[config.mk]
export PLATFORM = sky130hd
export DESIGN_NAME = spi_oc_top
export DESIGN_NICKNAME = d
export VERILOG_FILES = /design/src/rtl/spi_oc_pkg.sv /design/src/rtl/spi_oc_sync.sv /design/src/rtl/spi_oc_shifter.sv /design/src/rtl/spi_oc_latch.sv /design/src/rtl/spi_oc_top.sv
export SDC_FILE = /design/constraint.sdc
export NUM_CORES = 1
export LEC_CHECK = 0
export BUFFER_PORTS_ARGS = -buffer_cell sky130_fd_sc_hd__buf_2
export CORE_ASPECT_RATIO = 0.75
export CORE_MARGIN = 3
export CORE_UTILIZATION = 52
export CTS_CLUSTER_SIZE = 30
export DETAILED_ROUTE_END_ITERATION = 10
export MAX_ROUTING_LAYER = met4
export PLACE_DENSITY = 0.76
export REMOVE_ABC_BUFFERS = 1
export SYNTH_ARGS = -nofsm -noshare
export SYNTH_HDL_FRONTEND = slang
export SYNTH_SLANG_ARGS = --single-unit
[constraint.sdc]
create_clock -name clk -period 2 [get_ports clk]
set_input_delay 0.1 -clock clk [delete_from_list [all_inputs] [get_ports clk]]
set_output_delay 0.1 -clock clk [all_outputs]
set_load 0.05 [all_outputs]
[src/rtl/spi_oc_pkg.sv]
package spi_oc_pkg;

    // Index of each serial pin inside the synchronizer vector
    localparam int unsigned PIN_SDI  = 0;
    localparam int unsigned PIN_SCLK = 1;
    localparam int unsigned PIN_CSN  = 2;
    localparam int unsigned PIN_CNT  = 3;

    // Idle level of each synchronized pin {cs_n, sclk, sdi}
    localparam logic [PIN_CNT-1:0] PIN_IDLE = 3'b100;

    typedef enum logic {
        FR_IDLE = 1'b0,
        FR_OPEN = 1'b1
    } frame_st_e;

    typedef struct packed {
        logic level;
        logic rise;
        logic fall;
    } pin_ev_t;

    // Control bit polarity: 1 programs off
    function automatic logic ctl_to_enable(input logic ctl_bit);
        return ~ctl_bit;
    endfunction

endpackage

[src/rtl/spi_oc_sync.sv]
module spi_oc_sync
    import spi_oc_pkg::*;
#(
    parameter int unsigned WIDTH  = 3,
    parameter int unsigned STAGES = 2,
    parameter logic [WIDTH-1:0] IDLE = '0
) (
    input  logic             clk,
    input  logic             rst,
    input  logic [WIDTH-1:0] pin_i,
    output pin_ev_t          ev_o [WIDTH]
);
    localparam int unsigned DEPTH = STAGES + 1;

    for (genvar b = 0; b < WIDTH; b++) begin : g_pin
        logic [DEPTH-1:0] chain;

        always_ff @(posedge clk) begin
            if (rst) begin
                chain <= {DEPTH{IDLE[b]}};
            end else begin
                chain <= {chain[DEPTH-2:0], pin_i[b]};
            end
        end

        assign ev_o[b].level = chain[STAGES-1];
        assign ev_o[b].rise  = chain[STAGES-1] & ~chain[STAGES];
        assign ev_o[b].fall  = ~chain[STAGES-1] & chain[STAGES];
    end

endmodule

[src/rtl/spi_oc_shifter.sv]
module spi_oc_shifter
    import spi_oc_pkg::*;
#(
    parameter int unsigned W = 8
) (
    input  logic         clk,
    input  logic         rst,
    input  logic         clr,
    input  logic         cs_fall,
    input  logic         cs_rise,
    input  logic         sclk_rise,
    input  logic         sclk_fall,
    input  logic         sdi,
    input  logic [W-1:0] stat,
    output logic [W-1:0] sr_o,
    output logic         sdo_o,
    output logic         frame_ok_o,
    output frame_st_e    state_o
);
    localparam int unsigned CW = (W > 1) ? $clog2(W) : 1;
    localparam logic [CW-1:0] CNT_LAST = CW'(W - 1);

    logic [W-1:0]  sr;
    logic [CW-1:0] cnt;
    logic          full_seen;
    logic          sdo_q;
    frame_st_e     state;

    logic shift_en;
    logic out_en;

    assign shift_en = (state == FR_OPEN) && sclk_fall && !cs_fall;
    assign out_en   = (state == FR_OPEN) && sclk_rise && !cs_fall;

    // Frame state follows the synchronized chip select
    always_ff @(posedge clk) begin
        if (rst) begin
            state <= FR_IDLE;
        end else if (cs_fall) begin
            state <= FR_OPEN;
        end else if (cs_rise) begin
            state <= FR_IDLE;
        end
    end

    // Shift register: clear wins, then frame-start load, then shift
    always_ff @(posedge clk) begin
        if (rst || clr) begin
            sr <= '0;
        end else if (cs_fall) begin
            sr <= stat;
        end else if (shift_en) begin
            sr <= {sr[W-2:0], sdi};
        end
    end

    // Clock counter modulo W with a sticky full-word flag
    always_ff @(posedge clk) begin
        if (rst) begin
            cnt       <= '0;
            full_seen <= 1'b0;
        end else if (cs_fall) begin
            cnt       <= '0;
            full_seen <= 1'b0;
        end else if (shift_en) begin
            if (cnt == CNT_LAST) begin
                cnt       <= '0;
                full_seen <= 1'b1;
            end else begin
                cnt <= cnt + 1'b1;
            end
        end
    end

    // Serial output register, unaffected by the functional clear
    always_ff @(posedge clk) begin
        if (rst) begin
            sdo_q <= 1'b0;
        end else if (cs_fall) begin
            sdo_q <= stat[W-1];
        end else if (out_en) begin
            sdo_q <= sr[W-1];
        end
    end

    assign sr_o       = sr;
    assign sdo_o      = sdo_q;
    assign frame_ok_o = full_seen && (cnt == '0);
    assign state_o    = state;

endmodule

[src/rtl/spi_oc_latch.sv]
module spi_oc_latch
    import spi_oc_pkg::*;
#(
    parameter int unsigned W = 8
) (
    input  logic         clk,
    input  logic         rst,
    input  logic         clr,
    input  logic         commit,
    input  logic [W-1:0] ctl_i,
    output logic [W-1:0] ctl_o,
    output logic [W-1:0] enable_o
);
    logic [W-1:0] ctl_q;

    always_ff @(posedge clk) begin
        if (rst || clr) begin
            ctl_q <= '1;
        end else if (commit) begin
            ctl_q <= ctl_i;
        end
    end

    for (genvar c = 0; c < W; c++) begin : g_ch
        assign enable_o[c] = ctl_to_enable(ctl_q[c]);
    end

    assign ctl_o = ctl_q;

endmodule

[src/rtl/spi_oc_top.sv]
module spi_oc_top
    import spi_oc_pkg::*;
#(
    parameter int unsigned CHANNELS    = 8,
    parameter int unsigned SYNC_STAGES = 2
) (
    input  logic                clk,
    input  logic                rst,
    input  logic                clr_n,
    input  logic                uv_flag,
    input  logic                sclk,
    input  logic                sdi,
    input  logic                cs_n,
    input  logic [CHANNELS-1:0] chan_stat,
    output logic                sdo,
    output logic                sdo_oe,
    output logic [CHANNELS-1:0] drive_en
);
    pin_ev_t ev [PIN_CNT];

    logic                clr;
    logic                cs_act;
    logic                cs_fall;
    logic                cs_rise;
    logic                commit;
    logic                frame_ok;
    logic                sdo_d;
    logic [CHANNELS-1:0] sr;
    logic [CHANNELS-1:0] ctl;
    frame_st_e           state;

    spi_oc_sync #(
        .WIDTH  (PIN_CNT),
        .STAGES (SYNC_STAGES),
        .IDLE   (PIN_IDLE)
    ) u_sync (
        .clk   (clk),
        .rst   (rst),
        .pin_i ({cs_n, sclk, sdi}),
        .ev_o  (ev)
    );

    assign clr     = ~clr_n | uv_flag;
    assign cs_act  = ~ev[PIN_CSN].level;
    assign cs_fall = ev[PIN_CSN].fall;
    assign cs_rise = ev[PIN_CSN].rise;

    spi_oc_shifter #(
        .W (CHANNELS)
    ) u_shift (
        .clk        (clk),
        .rst        (rst),
        .clr        (clr),
        .cs_fall    (cs_fall),
        .cs_rise    (cs_rise),
        .sclk_rise  (ev[PIN_SCLK].rise),
        .sclk_fall  (ev[PIN_SCLK].fall),
        .sdi        (ev[PIN_SDI].level),
        .stat       (chan_stat),
        .sr_o       (sr),
        .sdo_o      (sdo_d),
        .frame_ok_o (frame_ok),
        .state_o    (state)
    );

    assign commit = cs_rise && frame_ok && (state == FR_OPEN);

    spi_oc_latch #(
        .W (CHANNELS)
    ) u_latch (
        .clk      (clk),
        .rst      (rst),
        .clr      (clr),
        .commit   (commit),
        .ctl_i    (sr),
        .ctl_o    (ctl),
        .enable_o (drive_en)
    );

    assign sdo    = sdo_d;
    assign sdo_oe = cs_act;

endmodule

Word level (Yosys, flattened, before mapping)

Index checks and enable logic that the tools add are counted.

Register bits: 30
Bits in latches: 0
Bits in writable memories: 0
Bits in read-only memories: 0
Word-level logic and storage cells: 51
Memories kept: 0

Add/sub/neg operators: 1
Multiply operators: 0
Divide/modulo/power cells: 0
Order comparisons: 0
Equality and inequality tests: 1
Shift-type cells: 0
Muxes and demuxes: 7
Bitwise gates (word level): 18
Reductions and logical operators: 15

Operator list:

| kind                | number |
|---|---|
| $mux 8              | 2 |
| $not 1->1           | 13 |
| $logic_and 1x1->1   | 7 |
| $reduce_bool 2->1   | 3 |
| $and 1x1->1         | 4 |
| $mux 1              | 4 |
| $add 3x1->3 const B | 1 |
| $eq 3x3->1 const B  | 1 |
| $logic_not 3->1     | 1 |
| $mux 3              | 1 |
| $reduce_and 2->1    | 1 |
| $reduce_or 2->1     | 1 |
| $logic_not 1->1     | 1 |
| $logic_or 1x1->1    | 1 |
| $or 1x1->1          | 1 |

Longest topological paths before layout

Gate-level depths: netlist of the first run.

Depth in word-level cells: 6
Depth in mapped cells: 6
Mapped depth without buffers: 5

Hierarchy

Synthesis of the first run repeated with hierarchy kept, for this count alone.

Cells, all modules: 144
Area total of the unflattened synthesis: 1,460.2 µm²

Modules (own cells, without submodules):

| module         | times used | cells an instance | area each (µm²) |
|---|---|---|---|
| spi_oc_shifter | 1          | 79                | 823.3 |
| spi_oc_latch   | 1          | 35                | 324.1 |
| spi_oc_sync    | 1          | 27                | 296.5 |
| spi_oc_top     | 1          | 3                 | 16.3 |

Worst setup path after synthesis of the first run

No wires, ideal clock.

Path type: register to register
From: register u_sync.g_pin[2].chain[1]
To: register u_shift.sr[2], in the netlist u_shift.sr_o[2]
Setup time: 0.086 ns
Arrival time: 1.473 ns
Slack: 0.441 ns
Stages on the path, launching flop included: 6
Period minus slack after synthesis: 1.559 ns
Path through: dfxtp_1 inv_1 ha_1 clkbuf_1 a21oi_1 a211oi_1

RTL lines:

| what                     | line                 | RTL |
|---|---|---|
| start: declaration       | spi_oc_sync.sv:16    | `logic [DEPTH-1:0] chain;` |
| start signal: assignment | spi_oc_sync.sv:20    | `chain <= {DEPTH{IDLE[b]}};` |
| start signal: assignment | spi_oc_sync.sv:22    | `chain <= {chain[DEPTH-2:0], pin_i[b]};` |
| end signal: assignment   | spi_oc_shifter.sv:51 | `sr <= stat;` |
| end signal: assignment   | spi_oc_shifter.sv:53 | `sr <= {sr[W-2:0], sdi};` |
| end: declaration         | spi_oc_shifter.sv:23 | `logic [W-1:0] sr;` |

Worst setup path after layout of the first run

From: register u_shift.cnt[0]
To: register u_latch.ctl_q[7], in the netlist u_latch.ctl_o[7]

Cells in the longest elaborated chain, start to end: 4

RTL lines:

| what                           | line                 | RTL |
|---|---|---|
| start: declaration             | spi_oc_shifter.sv:24 | `logic [CW-1:0] cnt;` |
| start signal: assignment       | spi_oc_shifter.sv:70 | `cnt <= cnt + 1'b1;` |
| $logic_not 3->1                | spi_oc_shifter.sv:88 | `assign frame_ok_o = full_seen && (cnt == '0);` |
| $logic_and 1x1->1              | spi_oc_shifter.sv:88 |  |
| $logic_and 1x1->1 (2 in a row) | spi_oc_top.sv:66     | `assign commit = cs_rise && frame_ok && (state == FR_OPEN);` |
| end signal: assignment         | spi_oc_latch.sv:20   | `ctl_q <= ctl_i;` |
| end: declaration               | spi_oc_latch.sv:14   | `logic [W-1:0] ctl_q;` |

No other way between the ends.
A chain may end at the register's enable or synchronous reset.

==> impl_metrics.csv, run 1 <==
group,metric,value,unit
timing,fmax,680.0,MHz
global_route,top_usage_layer,"met2",
global_route,grtUsageMet3,0.08796,
worst_setup_path,cp_max_fo,9,
timing,rsz0062_at_grt,"no",
timing,finalSetupViolCount,0,
timing,tightest_slew,0.7210,ns
power,p_leak,0.6492,nW
synthesis,synth_cell_types,24,
synthesis,synth.cell_area,1245,sq um
synthesis,synth_area_leaders,"dfxtp_1 (48%), a211oi_1 (6.6%), a21oi_1 (6.4%), nor2_1 (5.1%), ha_1 (5.0%)",
power,ir_worst_vdd,0.5266,mV
routing,wirelength,2466,microns
synthesis,async_flop_share,0,
worst_setup_path,cp-start-kind,"flop",
synthesis,synth_common_cells,"dfxtp_1 (30), nor2_1 (17), a21oi_1 (16)",
hold_path,holdPathStages,3,
timing,setup-tns-final,0,ns
global_route,gr-usage-met2,0.2655,
clock_tree,tritoncts,"done",
worst_setup_path,cp_slowest_cell,"dfxtp_1",
clock_tree,cts_buffers,5,
placement,place.gp.congestion,0.7611,
routing,firstDrtPassIters,4,
outcome,outcome,"completed",
finish,utilization,0.6838,
worst_setup_path,end_kind,"flop",
global_route,grt_use_met1,0.2222,
flow_run,maxCapViolations,0,
finish,drive_above_1_share,0.2118,
floorplanning,die_x,62.50,microns
worst_setup_path,arrival,1.69,ns
clock_tree,clockBufferDepth,2,
worst_setup_path,required,2.22,ns
worst_setup_path,cpPeakStageDelay,0.35,ns
routing,antenna_left,0,
floorplanning,dieArea,3023,sq um
global_route,grtUsageTotal,0.1864,
clock_tree,clockRootBuffer,"clkbuf_4",
routing,drtIter0Drc,28,
floorplanning,core_area,2137,sq um
synthesis,netlist_instances,141,
global_route,grt_pass1_vias,947,
synthesis,synth_edf_count,0,
hold_path,min_path_type,"input port to flop",
synthesis,synth_warnings,0,
placement,io_buffers,24,
clock_tree,insertion_delay,0.33,ns
synthesis,synthFlopType,"dfxtp_1",
global_route,antenna_found_initial,0,
finish,area_growth,17.39,%
timing,finalCriticalPeriod,1.471,ns
worst_setup_path,critPathKind,"flop to flop",
worst_setup_path,crit_path_cell_trace,"inv_1 > ha_1 > nand4b_4 > or2_0 > a211o_1",
routing,num_vias,1017,
finish,fill_cells,198,
timing,slew_headroom,0.5193,
clock_tree,postCtsSetupRepairBufs,0,
synthesis,ys_ff_latch,30,
timing,finalClockSkew,0.007915,ns
finish,layout.nets,190,
floorplanning,ioPinCount,25,
floorplanning,dieHeight,48.38,microns
worst_setup_path,r2r_cells,5,
worst_setup_path,path_buf_inv,1,
global_route,grt_pass1_wl,4188,microns
synthesis,synth_top_cell_by_area,"dfxtp_1",
timing,finalHoldViolCount,0,
clock_tree,clock_sinks,30,
synthesis,yosysSeqAreaShare,0.4824,
routing,routed_via_density,5.035,
synthesis,synth_top_area_share,0.4824,
clock_tree,clk_pin_slew_worst_paths,0.09,ns
synthesis,yosysMostFrequentCell,"dfxtp_1",
routing,drt-wirelength-per-cell,12.21,microns
placement,dpl.hpwl,1685,microns
worst_setup_path,cp_top_family,"simple AND/OR/NAND/NOR gates",
global_route,grt_max_degree,24,
global_route,overflow,0,
timing,report.final.slew_viol_count,0,
routing,drc,0,
floorplanning,num_rows,14,
synthesis,syn-mean-instance-area,8.829,sq um
floorplanning,initial_core_util,0.5826,
worst_setup_path,cp_num_cells,5,
power,power_density,682.3,nW/um^2
finish,diodes,0,
timing,holdWs,0.03446,ns
clock_tree,htreeDepth,2,
timing,fin_crit_sh,0.7353,
clock_tree,cts-resized-gates,0,
==> cell type report <==
| class | count | area (sq um) | area share |
|---|---|---|---|
| clock buffer | 7 | 45.04 | 0.03082 |
| inverter | 14 | 52.55 | 0.03596 |
| multi-input combinational | 89 | 550.5 | 0.3767 |
| sequential | 30 | 600.6 | 0.4110 |
| tap | 32 | 40.04 | 0.02740 |
| timing repair buffer | 30 | 172.7 | 0.1182 |
==> final timing paths <==
check                                               from                       end  slack, ns
worst max-delay path                      u_shift.cnt[0]          u_latch.ctl_o[7]       0.53
worst min-delay path                        chan_stat[2]           u_shift.sr_o[2]       0.03
worst max register to register            u_shift.cnt[0]          u_latch.ctl_o[7]       0.53
worst min register to register  u_sync.g_pin[2].chain[0]  u_sync.g_pin[2].chain[1]       0.44
==> placed cells by master (no fill, tap or decap), types with 4 or more instances in the layout <==
| master | synthesis | layout |
|---|---|---|
| a211oi_1 | 11 | 11 |
| a21oi_1 | 16 | 16 |
| buf_2 | 3 | 24 |
| clkbuf_4 | 0 | 5 |
| dfxtp_1 | 30 | 30 |
| ha_1 | 5 | 5 |
| inv_1 | 13 | 13 |
| nand2_1 | 11 | 11 |
| nor2_1 | 17 | 17 |
| nor2b_1 | 4 | 4 |
| nor4_1 | 7 | 7 |
==> what timing repair did <==
action | in CTS | in global routing
setup endpoints to repair | 0 | 0
endpoints found under the hold margin | 3 | 0
hold buffers | 3 | 0
==> state kept, by name, summed over array words and instances (netlist names) <==
register / flops
u_latch.ctl_o: 8
u_sync.g_pin.chain: 8
u_shift.state_o: 1
u_shift.sr_o: 8
u_shift.cnt: 3
u_shift.full_seen: 1
u_shift.sdo_o: 1
==> metal layers <==
layer  part of all wire  vias up
met3              0.056        8
met5                  0        -
met2               0.44       23
met1               0.49      458
li1                   -      528
met4              0.017        0
==> logic make-up (layout without fill, tap and decap cells) <==
kind of cell,after synthesis,in the layout,share of synthesized area
flops,30,30,0.4824
buf+inv,22,51,0.07537
compound gates,28,28,0.1377
mux,3,3,0.02412
simple gates,53,53,0.2302
fa+ha+maj,5,5,0.05025
==> where the power goes <==
| part | total [mW] | switching (mW) | leakage [nW] | internal (mW) |
|---|---|---|---|---|
| registers | 0.612 | 0.00534 | 0.244 | 0.607 |
| clock network | 0.324 | 0.192 | 0.0254 | 0.132 |
| logic | 0.0614 | 0.0339 | 0.380 | 0.0275 |
| total | 0.997 | 0.231 | 0.649 | 0.766 |
==> metrics by stage <==
| step | instance area (sq um) | power, mW | setup WS (ns) | cells |
|---|---|---|---|---|
| after global placement | 1386 | 0.6813 | 0.5175 | 192 |
| final | 1461 | 0.9971 | 0.5295 | 202 |
| after detailed placement | 1386 | 0.6827 | 0.4720 | 192 |
| after CTS | 1461 | 1.011 | 0.5334 | 202 |
| after global routing | 1461 | 1.054 | 0.4439 | 202 |
| after floorplan | 1204 | 0.6565 | 0.2855 | 133 |
==> worst register-to-register path, cell delays in order (launching register included) <==
cell and delay, ns:
dfxtp_1 0.35, inv_1 0.07, ha_1 0.19, nand4b_4 0.19
or2_0 0.27, a211o_1 0.29
No activity file was read; power rests on OpenSTA's default activity.
==> run 2, diff against run 1 <==
Settings changed: CORE_UTILIZATION 52 to 47, PLACE_DENSITY 0.76 to 0.73.
Clock period 2 ns to 1.3 ns, I/O delays scaled along.
==> impl_metrics.csv, run 2 (same netlist as run 1, synthesis figures left out) <==
group,metric,value,unit
timing,tightest_slew,0.2743,ns
routing,routed_via_density,5.127,
power,internal-power,1.404,mW
routing,drtIter0Drc,41,
global_route,grt_pass1_vias,1090,
worst_setup_path,end_kind,"flop",
floorplanning,ioPinCount,25,
worst_setup_path,r2r_slack,0.007,ns
routing,drc,0,
worst_setup_path,r2r_cells,4,
worst_setup_path,cp_max_fo,3,
placement,dpl.cell_count,202,
clock_tree,htreeDepth,2,
floorplanning,dieHeight,50.57,microns
timing,fin_crit_sh,0.9949,
placement,dpl.hpwl,1885,microns
worst_setup_path,crit_start,"u_shift.cnt[1]",
global_route,grt_max_degree,24,
routing,wirelength,3123,microns
global_route,grtUsageTotal,0.2055,
finish,fin_cells,220,
hold_path,min_path_type,"input port to flop",
power,power_density,1030,nW/um^2
timing,report.final.slew_viol_count,0,
power,ir_worst_vdd,0.6666,mV
worst_setup_path,worstReg2RegEnd,"u_shift.cnt[0]",
floorplanning,num_rows,15,
worst_setup_path,crit_end,"u_shift.cnt[0]",
flow_run,maxCapViolations,0,
timing,finalSetupViolCount,0,
clock_tree,clk_pin_slew_worst_paths,0.09,ns
clock_tree,clockRootBuffer,"clkbuf_4",
worst_setup_path,cp-start-kind,"flop",
outcome,outcome,"completed",
worst_setup_path,critPathKind,"flop to flop",
power,power_frac_seq,0.521,
global_route,overflow,0,
power,netSwitchingFraction,0.2227,
clock_tree,clock_sinks,30,
worst_setup_path,path_common_cell,"ha_4",
worst_setup_path,cp_slowest_cell,"dfxtp_4",
worst_setup_path,cpPeakStageDelay,0.37,ns
floorplanning,dieArea,3309,sq um
power,p_comb_frac,0.070,
finish,layout_common_cells,"dfxtp_1 (25), buf_2 (24), nor2_1 (17)",
finish,drive_above_1_share,0.3602,
routing,drt-wirelength-per-cell,14.20,microns
clock_tree,clockBufferDepth,2,
power,p_leak,0.8057,nW
timing,fmax,773.1,MHz
global_route,antenna_found_initial,0,
timing,rsz0062_at_grt,"yes",
timing,finalHoldViolCount,0,
timing,finalCriticalPeriod,1.293,ns
routing,num_vias,1128,
power,p_sw,0.4025,mW
routing,firstDrtPassIters,4,
floorplanning,core_area,2402,sq um
finish,diodes,0,
placement,place.gp.congestion,0.7949,
finish,layout.nets,205,
worst_setup_path,required,1.57,ns
power,clockPowerShare,0.409,
clock_tree,insertion_delay,0.34,ns
worst_setup_path,reg2reg_from,"u_shift.cnt[1]",
floorplanning,initial_core_util,0.5182,
finish,final_common_cell,"dfxtp_1",
timing,holdWs,0.0003657,ns
timing,slew_headroom,0.8154,
global_route,grt_pass1_wl,4919,microns
worst_setup_path,crit_path_cell_trace,"ha_4 > ha_4 > or3_4 > a211oi_2",
clock_tree,tritoncts,"done",
timing,finalClockSkew,0.002333,ns
routing,antenna_left,0,
clock_tree,cts_buffers,5,
finish,area_growth,40.90,%
worst_setup_path,arrival,1.56,ns
floorplanning,die_x,65.43,microns
placement,io_buffers,24,
-- run 2: power groups by stage --
| stage | Sequential, mW | Combinational, mW | Clock, mW |
|---|---|---|---|
| after floorplan | 0.966 | 0.0437 | 0 |
| after global placement | 0.962 | 0.0975 | 0 |
| after detailed placement | 0.962 | 0.0999 | 0 |
| after CTS | 0.941 | 0.119 | 0.743 |
| after global routing | 0.942 | 0.141 | 0.776 |
| final | 0.941 | 0.127 | 0.739 |
-- run 2: layout make-up --
class	instances	area (sq um)
fill	189	648.1
clock buffer	7	45.04
tap	34	42.54
timing repair buffer	45	334.1
sequential	30	609.3
multi-input combinational	89	638.1
clock inverter	1	30.03
inverter	14	55.05
-- run 2: critical path: cells and delay by family, from the launching register on --
kind,cells,cell delay (ns)
AND/OR/NAND/NOR,1,0.36
AO/OA/AOI/OAI,1,0.17
flip-flops,1,0.37
adder cells (fa/ha/maj),2,0.32
-- run 2: worst min path at each step --
| stage | start | end | cells past startpoint |
|---|---|---|---|
| after floorplan | rst | u_sync.g_pin[0].chain[0] | 1 |
| after global placement | cs_n | u_sync.g_pin[2].chain[0] | 2 |
| after detailed placement | cs_n | u_sync.g_pin[2].chain[0] | 2 |
| after CTS | chan_stat[3] | u_shift.sr_o[3] | 3 |
| after global routing | chan_stat[3] | u_shift.sr_o[3] | 3 |
| final | chan_stat[3] | u_shift.sr_o[3] | 3 |
-- run 2: per-layer routing --
metal | GRT usage | routed length (microns) | vias to the layer above
li1 | - | - | 563
met1 | 0.2572 | 1437 | 530
met2 | 0.3042 | 1506 | 26
met3 | 0.05369 | 109 | 9
met4 | 0.1069 | 69 | 0
met5 | - | 0 | -
-- run 2: through the flow --
step | power, mW | TNS, ns | setup WS, ns | util | instance area, sq um
floorplan | 1.010 | -3.636 | -0.4145 | - | 1204
global placement | 1.060 | 0 | 0.009991 | 0.6135 | 1474
detailed placement | 1.062 | -0.1002 | -0.06260 | 0.6135 | 1474
CTS | 1.803 | -0.1161 | -0.02780 | 0.6984 | 1678
global route | 1.859 | -0.1093 | -0.08403 | 0.7302 | 1754
finish | 1.807 | 0 | 0.006576 | 0.7302 | 1754
-- run 2: timing repair --
item / in CTS / in global routing
cloned: 0 / 0
endpoints found under the hold margin: 8 / 0
endpoints found under the setup margin: 6 / 19
buffers inserted: 1 / 1
pin swaps: 7 / 6
gates resized for setup: 11 / 19
hold buffers: 8 / 0
==> run 3, diff against run 2 <==
Settings changed: CORE_UTILIZATION 47 to 49, PLACE_DENSITY 0.73 to 0.74, SYNTH_HIERARCHICAL set to 1.
==> impl_metrics.csv, run 3 <==
group,metric,value,unit
clock_tree,clk_pin_slew_worst_paths,0.06,ns
worst_setup_path,crit_start,"u_shift/cnt[0]",
routing,firstDrtPassIters,4,
timing,slew_headroom,0.6926,
placement,io_buffers,24,
clock_tree,cts_buffers,5,
routing,drt-wirelength-per-cell,13.81,microns
finish,layout_common_cells,"dfxtp_1 (28), buf_2 (24), nor2b_1 (15)",
timing,fin_crit_sh,0.9696,
floorplanning,dieArea,3573,sq um
power,power_density,1029,nW/um^2
hold_path,min_path_type,"input port to flop",
global_route,overflow,0,
routing,drtIter0Drc,60,
worst_setup_path,end_kind,"flop",
flow_run,maxCapViolations,0,
clock_tree,postCtsSetupRepairBufs,0,
worst_setup_path,arrival,1.46,ns
timing,finalClockSkew,0.004823,ns
global_route,antenna_found_initial,0,
routing,wirelength,2873,microns
finish,area_growth,21.95,%
timing,report.final.slew_viol_count,0,
global_route,grt_pass1_vias,978,
worst_setup_path,r2r_cells,5,
worst_setup_path,cp-start-kind,"flop",
clock_tree,insertion_delay,0.27,ns
finish,final_common_cell,"dfxtp_1",
worst_setup_path,required,1.50,ns
timing,tightest_slew,0.4611,ns
clock_tree,htreeDepth,2,
clock_tree,tritoncts,"done",
hold_path,holdPathStages,2,
outcome,outcome,"completed",
routing,routed_via_density,5.240,
placement,dpl.hpwl,1972,microns
clock_tree,clockBufferDepth,2,
worst_setup_path,critPathKind,"flop to flop",
placement,place.gp.congestion,0.7490,
routing,num_vias,1090,
synthesis,synth.cell_area,1414,sq um
finish,layout.nets,190,
placement,dp_slack,-0.03749,ns
global_route,grt_pass1_wl,4319,microns
routing,antenna_left,0,
floorplanning,initial_core_util,0.5271,
synthesis,netlist_instances,139,
timing,finalHoldViolCount,0,
clock_tree,clockRootBuffer,"clkbuf_8",
routing,drc,0,
floorplanning,num_rows,16,
floorplanning,dieHeight,52.52,microns
clock_tree,clock_sinks,30,
timing,setup_ws,0.03958,ns
worst_setup_path,r2r_slack,0.04,ns
timing,holdWs,0.02332,ns
floorplanning,ioPinCount,25,
hold_path,min-delay-start,"sdi",
floorplanning,die_x,68.03,microns
worst_setup_path,cp_max_fo,3,
synthesis,synth_warnings,6,
power,ir_worst_vdd,0.9520,mV
floorplanning,core_area,2683,sq um
synthesis,syn-mean-instance-area,10.17,sq um
global_route,grt_max_degree,24,
timing,finalCriticalPeriod,1.260,ns
worst_setup_path,reg2reg_from,"u_shift/cnt[0]",
power,p_leak,0.7307,nW
timing,fmax,793.4,MHz
global_route,grtUsageTotal,0.1715,
finish,drive_above_1_share,0.3663,
timing,finalSetupViolCount,0,
finish,diodes,0,
[run 3: metrics by stage]
step                instances  utilization  total power, mW  instance area [sq um]   TNS, ns
finish                    208       0.6427            1.774                   1724         0
global route              208       0.6427            1.850                   1724  -0.01960
CTS                       207       0.6269            1.787                   1682         0
detailed placement        198       0.5863            1.101                   1573  -0.03749
global placement          198       0.5863            1.095                   1573         0
floorplan                 128            -            1.039                   1320    -4.446
[run 3: metal layers]
layer | routed length [microns] | part of all wire | track usage
met1 | 1317 | 0.46 | 0.2032
met2 | 1363 | 0.47 | 0.2640
met3 | 134 | 0.047 | 0.06009
met4 | 57 | 0.020 | 0.07261
met5 | 0 | 0 | -
[run 3: cell type report]
class / count / area, sq um
Clock buffer: 7 / 76.32
Fill cell: 229 / 958.4
Inverter: 12 / 45.04
Multi-Input combinational cell: 86 / 711.9
Sequential cell: 30 / 603.1
Tap cell: 36 / 45.04
Timing Repair Buffer: 37 / 242.7
[run 3: repair_timing]
item	CTS	global route
resized for setup	2	12
endpoints found under the setup margin	2	13
hold buffers	2	0
hold endpoints to repair	2	0
cloned	0	1
pin swaps	0	2
[run 3: critical path, cell delays in order, from the launching register on]
cell and delay (ns):
dfxtp_2 0.32, buf_4 0.13, ha_1 0.20, ha_2 0.18, nand4bb_1 0.20, a21oi_2 0.16
[run 3: final timing paths]
check / end
worst max-delay path: u_shift/cnt[0]
worst min-delay path: u_sync/g_pin[0].chain[0]
worst max register to register: u_shift/cnt[0]
worst min register to register: u_sync/g_pin[2].chain[1]
[run 3: where the power goes]
group	switching [mW]	total, mW	internal, mW
clock	0.315	0.682	0.368
combinational	0.0773	0.145	0.0681
sequential	0.00967	0.946	0.936
